**config.mk**
```make
export PLATFORM = sky130hd
export DESIGN_NAME = tuner_i2c_regs
export DESIGN_NICKNAME = d
export VERILOG_FILES = /design/src/rtl/tuner_pkg.sv /design/src/rtl/i2c_line_sync.sv /design/src/rtl/i2c_tuner_fsm.sv /design/src/rtl/tuner_regfile.sv /design/src/rtl/tuner_i2c_regs.sv
export SDC_FILE = /design/constraint.sdc
export NUM_CORES = 1
export LEC_CHECK = 0
export ABC_AREA = 1
export BUFFER_PORTS_ARGS = -buffer_cell sky130_fd_sc_hd__buf_2
export CAP_MARGIN = 20
export CORE_AREA = 2 2 99 101
export CTS_CLUSTER_SIZE = 12
export DETAILED_ROUTE_END_ITERATION = 8
export DIE_AREA = 0 0 101 103
export SKIP_LAST_GASP = 1
export SLEW_MARGIN = 5
export SYNTH_ARGS = -nofsm -noshare
export SYNTH_HDL_FRONTEND = slang
export SYNTH_SLANG_ARGS = --single-unit
```
**constraint.sdc**
```tcl
create_clock -name clk -period 1.85 [get_ports clk]
set_input_delay 0.2775 -clock clk [delete_from_list [all_inputs] [get_ports clk]]
set_output_delay 0.2775 -clock clk [all_outputs]
set_load 0.1 [all_outputs]
```
**src/rtl/tuner_pkg.sv**
```systemverilog
package tuner_pkg;
  localparam int DIV_W = 15;
  localparam int CTL_W = 7;
  localparam int PRT_W = 4;
  localparam logic [4:0] ADDR_PREFIX = 5'b11000;
  localparam logic [CTL_W-1:0] CTL_RESET = 7'b1_001_0_1_1;

  typedef enum logic [2:0] {
    S_IDLE, S_ADDR, S_WDATA, S_ACK, S_RDATA, S_MACK, S_WAIT
  } slv_state_t;

  typedef enum logic [2:0] {
    W_FIRST, W_DB2, W_CB, W_BB, W_DONE
  } wr_slot_t;
endpackage

```
**src/rtl/i2c_line_sync.sv**
```systemverilog
module i2c_line_sync #(
  parameter int STAGES = 2
) (
  input  logic clk,
  input  logic rst_n,
  input  logic scl_i,
  input  logic sda_i,
  output logic scl_s,
  output logic sda_s,
  output logic scl_rise,
  output logic scl_fall,
  output logic start_det,
  output logic stop_det
);
  logic [STAGES-1:0] scl_pipe, sda_pipe;
  logic scl_d, sda_d;

  always_ff @(posedge clk or negedge rst_n) begin
    if (!rst_n) begin
      scl_pipe <= '1;
      sda_pipe <= '1;
      scl_d    <= 1'b1;
      sda_d    <= 1'b1;
    end else begin
      scl_pipe <= {scl_pipe[STAGES-2:0], scl_i};
      sda_pipe <= {sda_pipe[STAGES-2:0], sda_i};
      scl_d    <= scl_pipe[STAGES-1];
      sda_d    <= sda_pipe[STAGES-1];
    end
  end

  assign scl_s     = scl_pipe[STAGES-1];
  assign sda_s     = sda_pipe[STAGES-1];
  assign scl_rise  = scl_s & ~scl_d;
  assign scl_fall  = ~scl_s & scl_d;
  assign start_det = scl_s & scl_d & sda_d & ~sda_s;
  assign stop_det  = scl_s & scl_d & ~sda_d & sda_s;
endmodule

```
**src/rtl/i2c_tuner_fsm.sv**
```systemverilog
module i2c_tuner_fsm
  import tuner_pkg::*;
(
  input  logic             clk,
  input  logic             rst_n,
  input  logic             sda_s,
  input  logic             scl_rise,
  input  logic             scl_fall,
  input  logic             start_det,
  input  logic             stop_det,
  input  logic [1:0]       addr_sel,
  input  logic [7:0]       status,
  output logic             sda_oe,
  output logic             div_we,
  output logic             ctl_we,
  output logic             prt_we,
  output logic             por_clr,
  output logic [DIV_W-1:0] div_word,
  output logic [CTL_W-1:0] ctl_word,
  output logic [PRT_W-1:0] prt_nib
);
  slv_state_t state;
  wr_slot_t   slot;
  logic [3:0] cnt;
  logic [6:0] sh;
  logic [6:0] tx;
  logic [6:0] div_hi;
  logic       rw, ack_pend, mack;
  logic [7:0] byte_in;
  logic       last_bit;

  assign byte_in  = {sh, sda_s};
  assign last_bit = scl_rise && (cnt == 4'd7);

  assign div_we   = (state == S_WDATA) && last_bit && (slot == W_DB2);
  assign ctl_we   = (state == S_WDATA) && last_bit &&
                    ((slot == W_CB) || (slot == W_FIRST && byte_in[7]));
  assign prt_we   = (state == S_WDATA) && last_bit && (slot == W_BB);
  assign por_clr  = (state == S_MACK) && scl_fall && !mack;
  assign div_word = {div_hi, byte_in};
  assign ctl_word = byte_in[6:0];
  assign prt_nib  = byte_in[3:0];

  always_ff @(posedge clk or negedge rst_n) begin
    if (!rst_n) begin
      state    <= S_IDLE;
      slot     <= W_DONE;
      cnt      <= '0;
      sh       <= '0;
      tx       <= '0;
      div_hi   <= '0;
      rw       <= 1'b0;
      ack_pend <= 1'b0;
      mack     <= 1'b0;
      sda_oe   <= 1'b0;
    end else if (start_det) begin
      state  <= S_ADDR;
      cnt    <= '0;
      sda_oe <= 1'b0;
    end else if (stop_det) begin
      state  <= S_IDLE;
      sda_oe <= 1'b0;
    end else begin
      case (state)
        S_ADDR, S_WDATA: begin
          if (scl_rise) begin
            sh  <= byte_in[6:0];
            cnt <= cnt + 4'd1;
            if (cnt == 4'd7) begin
              if (state == S_ADDR) begin
                ack_pend <= (byte_in[7:1] == {ADDR_PREFIX, addr_sel});
                rw       <= byte_in[0];
                if (byte_in[7:1] == {ADDR_PREFIX, addr_sel} && !byte_in[0])
                  slot <= W_FIRST;
              end else begin
                ack_pend <= (slot != W_DONE);
                case (slot)
                  W_FIRST: begin
                    if (byte_in[7]) slot <= W_BB;
                    else begin
                      div_hi <= byte_in[6:0];
                      slot   <= W_DB2;
                    end
                  end
                  W_DB2:   slot <= W_CB;
                  W_CB:    slot <= W_BB;
                  default: slot <= W_DONE;
                endcase
              end
            end
          end else if (scl_fall && cnt == 4'd8) begin
            if (ack_pend) begin
              sda_oe <= 1'b1;
              state  <= S_ACK;
            end else begin
              state <= S_WAIT;
            end
          end
        end
        S_ACK: begin
          if (scl_fall) begin
            cnt <= '0;
            if (rw) begin
              tx     <= status[6:0];
              sda_oe <= ~status[7];
              state  <= S_RDATA;
            end else begin
              sda_oe <= 1'b0;
              state  <= S_WDATA;
            end
          end
        end
        S_RDATA: begin
          if (scl_fall) begin
            if (cnt == 4'd7) begin
              sda_oe <= 1'b0;
              state  <= S_MACK;
            end else begin
              tx     <= {tx[5:0], 1'b0};
              sda_oe <= ~tx[6];
              cnt    <= cnt + 4'd1;
            end
          end
        end
        S_MACK: begin
          if (scl_rise) mack <= ~sda_s;
          if (scl_fall) begin
            if (mack) begin
              tx     <= status[6:0];
              sda_oe <= ~status[7];
              cnt    <= '0;
              state  <= S_RDATA;
            end else begin
              state <= S_WAIT;
            end
          end
        end
        default: ;
      endcase
    end
  end
endmodule

```
**src/rtl/tuner_regfile.sv**
```systemverilog
module tuner_regfile
  import tuner_pkg::*;
#(
  parameter bit PORT_SWAP = 1'b0
) (
  input  logic             clk,
  input  logic             rst_n,
  input  logic             div_we,
  input  logic [DIV_W-1:0] div_word,
  input  logic             ctl_we,
  input  logic [CTL_W-1:0] ctl_word,
  input  logic             prt_we,
  input  logic [PRT_W-1:0] prt_nib,
  input  logic             por_clr,
  output logic [DIV_W-1:0] divider,
  output logic [CTL_W-1:0] ctl_q,
  output logic [PRT_W-1:0] port_bits,
  output logic             por
);
  logic [PRT_W-1:0] mapped;

  generate
    if (PORT_SWAP) begin : g_uhf_high
      assign mapped = prt_nib;
    end else begin : g_fm_high
      assign mapped = {prt_nib[2], prt_nib[3], prt_nib[1:0]};
    end
  endgenerate

  always_ff @(posedge clk or negedge rst_n) begin
    if (!rst_n) begin
      divider   <= '0;
      ctl_q     <= CTL_RESET;
      port_bits <= '0;
      por       <= 1'b1;
    end else begin
      if (div_we)  divider   <= div_word;
      if (ctl_we)  ctl_q     <= ctl_word;
      if (prt_we)  port_bits <= mapped;
      if (por_clr) por       <= 1'b0;
    end
  end
endmodule

```
**src/rtl/tuner_i2c_regs.sv**
```systemverilog
module tuner_i2c_regs
  import tuner_pkg::*;
#(
  parameter int SYNC_STAGES = 2,
  parameter bit PORT_SWAP   = 1'b0
) (
  input  logic        clk,
  input  logic        rst_n,
  input  logic        scl_i,
  input  logic        sda_i,
  output logic        sda_oe,
  input  logic [1:0]  addr_sel,
  input  logic        lock_flag,
  input  logic        acp_flag,
  input  logic [2:0]  adc_code,
  output logic [14:0] divider,
  output logic        cp_high,
  output logic [2:0]  test_mode,
  output logic        ref_sel_a,
  output logic        ref_sel_b,
  output logic        tune_off,
  output logic [3:0]  port_bits
);
  logic scl_s, sda_s, scl_rise, scl_fall, start_det, stop_det;
  logic div_we, ctl_we, prt_we, por_clr, por;
  logic [DIV_W-1:0] div_word;
  logic [CTL_W-1:0] ctl_word, ctl_q;
  logic [PRT_W-1:0] prt_nib;
  logic [7:0]       status;

  assign status = {por, lock_flag, acp_flag, 2'b11, adc_code};
  assign {cp_high, test_mode, ref_sel_a, ref_sel_b, tune_off} = ctl_q;

  i2c_line_sync #(.STAGES(SYNC_STAGES)) u_sync (
    .clk, .rst_n, .scl_i, .sda_i,
    .scl_s, .sda_s, .scl_rise, .scl_fall, .start_det, .stop_det
  );

  i2c_tuner_fsm u_fsm (
    .clk, .rst_n, .sda_s, .scl_rise, .scl_fall, .start_det, .stop_det,
    .addr_sel, .status, .sda_oe, .div_we, .ctl_we, .prt_we, .por_clr,
    .div_word, .ctl_word, .prt_nib
  );

  tuner_regfile #(.PORT_SWAP(PORT_SWAP)) u_regs (
    .clk, .rst_n, .div_we, .div_word, .ctl_we, .ctl_word, .prt_we,
    .prt_nib, .por_clr, .divider, .ctl_q, .port_bits, .por
  );
endmodule

```
Yosys cells after proc, flatten, opt, wreduce, memory -nomap -nowiden:

Index checks and enable logic that the tools add are counted.

* output and inout bits: 27
* register bits: 68
* word-level logic and storage cells: 143
* input bits: 11

* add/sub/neg operators: 1
* bitwise gates (word level): 17
* eq/ne operators: 34
* reduce and logical (&&, ||, !) cells: 28
* multiplexer cells: 45

Operators with widths (number)
* $mux W7: 6
* $mux W3: 12
* $mux W4: 8
* $ne A4 B3 Y1 const B: 7
* $reduce_and A8 Y1: 3
* $pmux W7 S3: 1
* $pmux W4 S4: 1
* $ne A3 B2 Y1 const B: 5
* $eq A3 B2 Y1 const B: 4
* $mux W1: 12
* $pmux W3 S4: 1
* $reduce_and A6 Y1: 2
* $logic_and A1 B1 Y1: 10
* $ne A2 B1 Y1 const B: 5
* $not A1 Y1: 10
* $pmux W3 S3: 1
* $reduce_and A9 Y1: 1
* $reduce_and A4 Y1: 2
* $and A1 B1 Y1: 7
* $eq A7 B7 Y1: 1
* $reduce_and A7 Y1: 1
* $eq A3 B1 Y1 const B: 2
* $eq A3 B3 Y1 const B: 2
* $ne A2 B2 Y1 const B: 3
* 15 further kinds: 18

Longest topological paths before layout:

* depth after elaboration: 8
* gate-level depth with buffers: 11
* gate-level depth less buffers: 11

Cells and area by module:

A second synthesis with hierarchy kept.

* cells, all modules: 437
* area total of the unflattened synthesis: 3483.3 um2

By module, submodules not included
* i2c_tuner_fsm: cells each 305, instances 1, sequential area each 877.1 um2, area an instance 2209.6 um2
* tuner_regfile: cells each 114, instances 1, sequential area each 681.9 um2, area an instance 1071.0 um2
* i2c_line_sync: cells each 17, instances 1, sequential area each 157.7 um2, area an instance 198.9 um2
* tuner_i2c_regs: cells each 1, instances 1, sequential area each 0.0 um2, area an instance 3.8 um2

Least setup slack after synthesis:

Ideal clock, no wire load.

* path kind: register to register
* from: register u_fsm.cnt[0]
* to: register u_fsm.div_hi[5]
* period minus slack after synthesis: 1.500 ns
* stages on the path, launching flop included: 10
* data arrival time: 1.381 ns
* setup time: 0.119 ns
* required time: 1.731 ns
* path buffers: 1
* setup slack: 0.350 ns
* path through: dfrtp_1 -> ha_1 -> nand3_4 -> nor2_4 -> nand2_2 -> inv_4 -> nand4_4 -> buf_6 -> nand2_1 -> o21ai_2

* word-level cells in the longest chain between the ends: 2

RTL lines
* start: declaration: RTL line i2c_tuner_fsm.sv:24 `logic [3:0] cnt;`
* start signal: assignment: RTL line i2c_tuner_fsm.sv:68 `cnt <= cnt + 4'd1;`
* start signal: assignment: RTL line i2c_tuner_fsm.sv:121 `cnt <= cnt + 4'd1;`
* $eq A4 B3 Y1: RTL line i2c_tuner_fsm.sv:69 `if (cnt == 4'd7) begin`
* $reduce_and A8 Y1 (no source line)
* end signal: assignment: RTL line i2c_tuner_fsm.sv:81 `div_hi <= byte_in[6:0];`
* end: declaration: RTL line i2c_tuner_fsm.sv:27 `logic [6:0] div_hi;`

Every way passes these cells.
A chain may end at the register's enable or synchronous reset.

Final worst setup path:

* from: register u_fsm.cnt[0]
* to: register u_fsm.div_hi[4]

The elaborated chain is that of the path after synthesis.

==> metrics.cfg <==
[timing]
fin_skew_ps = 12.9
max_freq_mhz = 591
tightest_slew_ps = 479
slew_violations = 0
slew_headroom_pct = 68.0
finalCritPeriodShare_pct = 91.5
setup_viol = 0
finalHoldViolCount = 0
rsz0062_at_grt = false
min_period_ps = 1690
fin_tns_setup_ps = 0
timing.final.ws_setup_ps = 157

[job]
drv_cap = 0

[clocking]
worstSkewPairLatency_ps = 350
cts_num_sinks = 68
h-tree-depth = 3
cts_tree = built
cts_root_buffer = clkbuf_8
cts_resized = 0
clkSlewWorstSetupHoldPaths_ps = 80
cts_made_buffers = 9
clock_path_buffers = 2

[finish]
num_antenna_cells = 0
final-seq-area_um2 = 1720
multi_input_comb_area_um2 = 1260
syn_to_final_growth_pct = 17.5
final_cells = 547
nets = 441
drive_gt1_share_pct = 22.6
fillerInstances = 983
fin_util_pct = 39.6

[power]
p_seq_share_pct = 40.5
p_int_uw = 2930
leakagePower_uw = 0.00189
ir_drop_uv = 647
p_comb_share_pct = 33.6
swShare_pct = 40.4
clockPowerShare_pct = 25.9
powerDensity_nw_per_um2 = 1310
p_sw_uw = 1980

[critical_path]
crit_path_max_fanout = 14
slowest_delay_ps = 410
rr_endpoint = u_fsm.div_hi[4]
crit_path_end_kind = register
r2r_start = u_fsm.cnt[0]
r2r_cells = 8
path_cells = ha_1, nand3_4, nor2_4, nand2_2, inv_4, nand4_4, nand2_1, o21ai_2
required_ps = 2090
r2r_slack_ps = 160
critPathTopFamily = simple AND/OR/NAND/NOR gates
cp-start-kind = register
critPathArrivalTime_ps = 1930
cp_slowest_cell = dfrtp_1
critPathBufInv = 1
crit_start = u_fsm.cnt[0]
criticalPathCategory = register to register

[routing]
vias_per_cell = 4.68
dr.pass1.iters = 6
drt-wirelength-per-cell_um = 12.4
post-route-drc-count = 0
routed_wl_um = 6760
ant_nets = 0
vias = 2558
drt-initial-drc-count = 132

[logic_synthesis]
ys_top_cells_by_count = 126 x nand2_1, 56 x dfrtp_1, 40 x inv_1, 39 x o21ai_0, 29 x nand3_1
synth_area_leaders = dfrtp_1 44%, nand2_1 15%, dfstp_2 9.9%, o21ai_0 6.1%, inv_1 4.7%
synth_cell_types = 32
ys_seq_area_share_pct = 53.8
syn_area_per_cell_um2 = 8.37
synth_flop_cell = dfrtp_1
synth_cells = 381
async_reset_ff_share_pct = 100
yosys.area.top_type_share_pct = 43.9
synth_edf_count = 0
synthesis.nets = 394
netlist_area_um2 = 3190
yosysWarningCount = 0
yosysTopAreaCell = dfrtp_1
synth_seq_cells = 68
synth_most_common_cell = nand2_1

[grt]
grtUsageTotal_pct = 14.6
grt_pass1_vias = 2521
met2_usage_pct = 24.4
grt_antenna_before_repair = 0
use_met3_pct = 4.20
grt_overflow = 0
top_usage_layer = met2
grt_max_degree = 56
grt_pass1_wl_um = 11900
grt_use_met1_pct = 18.4

[placed_design]
io_buffer_count = 37
post-place-ws_ps = 144
gp_congestion = 0.881
dp.cells = 530
place_hpwl_um = 4770

[die]
pin_count = 38
initial_core_util_pct = 33.7
die_h_um = 103
fp.dieW_um = 101
die_area_um2 = 10400
rows = 36
core_um2 = 9460

[min_path]
hp-class = input port to register
worstHoldStart = scl_i
hold_end = u_sync.scl_pipe[0]
hold_depth = 1

[run_status]
outcome = finished clean

==> registers in the layout, summed over array words and instances, names as in the netlist <==
signal / count
u_regs.ctl_q: 7
u_sync.scl_d: 1
u_sync.sda_d: 1
u_fsm.tx: 7
u_fsm.mack: 1
u_sync.scl_pipe: 2
u_sync.sda_pipe: 2
u_regs.por: 1
u_regs.divider: 15
u_fsm.slot: 3
u_fsm.sda_oe: 1
u_fsm.div_hi: 7
u_fsm.state: 3
u_regs.port_bits: 4
u_fsm.cnt: 4
u_fsm.ack_pend: 1
u_fsm.sh: 7
u_fsm.rw: 1
==> worst max-delay path by stage <==
stage                       to  slack, ps  depth (start not counted)
6_report       u_fsm.div_hi[4]        160                          8
3_3_place_gp   u_fsm.div_hi[2]        150                          8
2_1_floorplan  u_fsm.div_hi[5]        350                          9
5_1_grt        u_fsm.div_hi[1]         10                          8
4_1_cts        u_fsm.div_hi[4]        150                          8
3_5_place_dp   u_fsm.div_hi[4]        140                          8
==> power by group through the flow <==
stage                     clock [uW]  sequential (uW)  combinational (uW)
after floorplan                    0             2060                1200
after global placement             0             2010                1640
after detailed placement           0             2010                1660
after CTS                       1320             1990                1670
after global routing            1390             2030                1910
final                           1270             1990                1650
==> placed cells by master, fill, tap and decap left out, drive strengths merged <==
| master | instances |
|---|---|
| clkinv | 2 |
| nand3b | 1 |
| nor3 | 6 |
| bufinv | 1 |
| nor2 | 26 |
| xnor2 | 1 |
| xor2 | 1 |
| o21ai | 50 |
| nand3 | 32 |
| a31oi | 2 |
| dfrtp | 56 |
| ha | 2 |
| nand4 | 3 |
| dfstp | 12 |
| a21oi | 5 |
| clkbuf | 10 |
| nand2 | 131 |
| nor3b | 1 |
| inv | 46 |
| clkinvlp | 2 |
| dlygate4sd3 | 1 |
| buf | 42 |
==> per-stage QoR <==
stage	cell area [um^2]	total power (uW)	hold WS [ps]
CTS	3750	4980	16.2
floorplan	3190	3270	-18.1
finish	3750	4910	34.7
global placement	3530	3640	216
global route	3750	5330	10.6
detailed placement	3530	3670	221
==> cell type report <==
type	instances	share of cell area, %
Clock buffer	10	3.67
Clock inverter	6	1.90
Inverter	45	4.64
Multi-Input combinational cell	261	33.6
Sequential cell	68	45.8
Tap cell	114	3.81
Timing Repair Buffer	43	6.55
==> layer usage <==
| layer | part of all wire, % | vias to the layer above |
|---|---|---|
| met5 | 0 | - |
| met4 | 1.6 | 0 |
| met3 | 4.7 | 12 |
| met2 | 47 | 58 |
| met1 | 47 | 1180 |
| li1 | - | 1308 |
==> cells by family (layout without fill, tap and decap cells) <==
group | after synthesis | in the layout | synth area share (%)
flip-flops | 68 | 68 | 53.8
AO/OA/AOI/OAI | 57 | 57 | 9.96
adder cells (fa/ha/maj) | 2 | 2 | 0.784
XOR/XNOR | 2 | 2 | 0.549
buffers and inverters | 52 | 104 | 6.71
AND/OR/NAND/NOR | 200 | 200 | 28.2
==> repair_timing <==
| action | 4_1_cts | 5_1_grt |
|---|---|---|
| hold endpoints to repair | 12 | 0 |
| hold buffers | 1 | 0 |
| setup buffers | 0 | 0 |
Note: power is estimated with default switching activity, not from simulation.
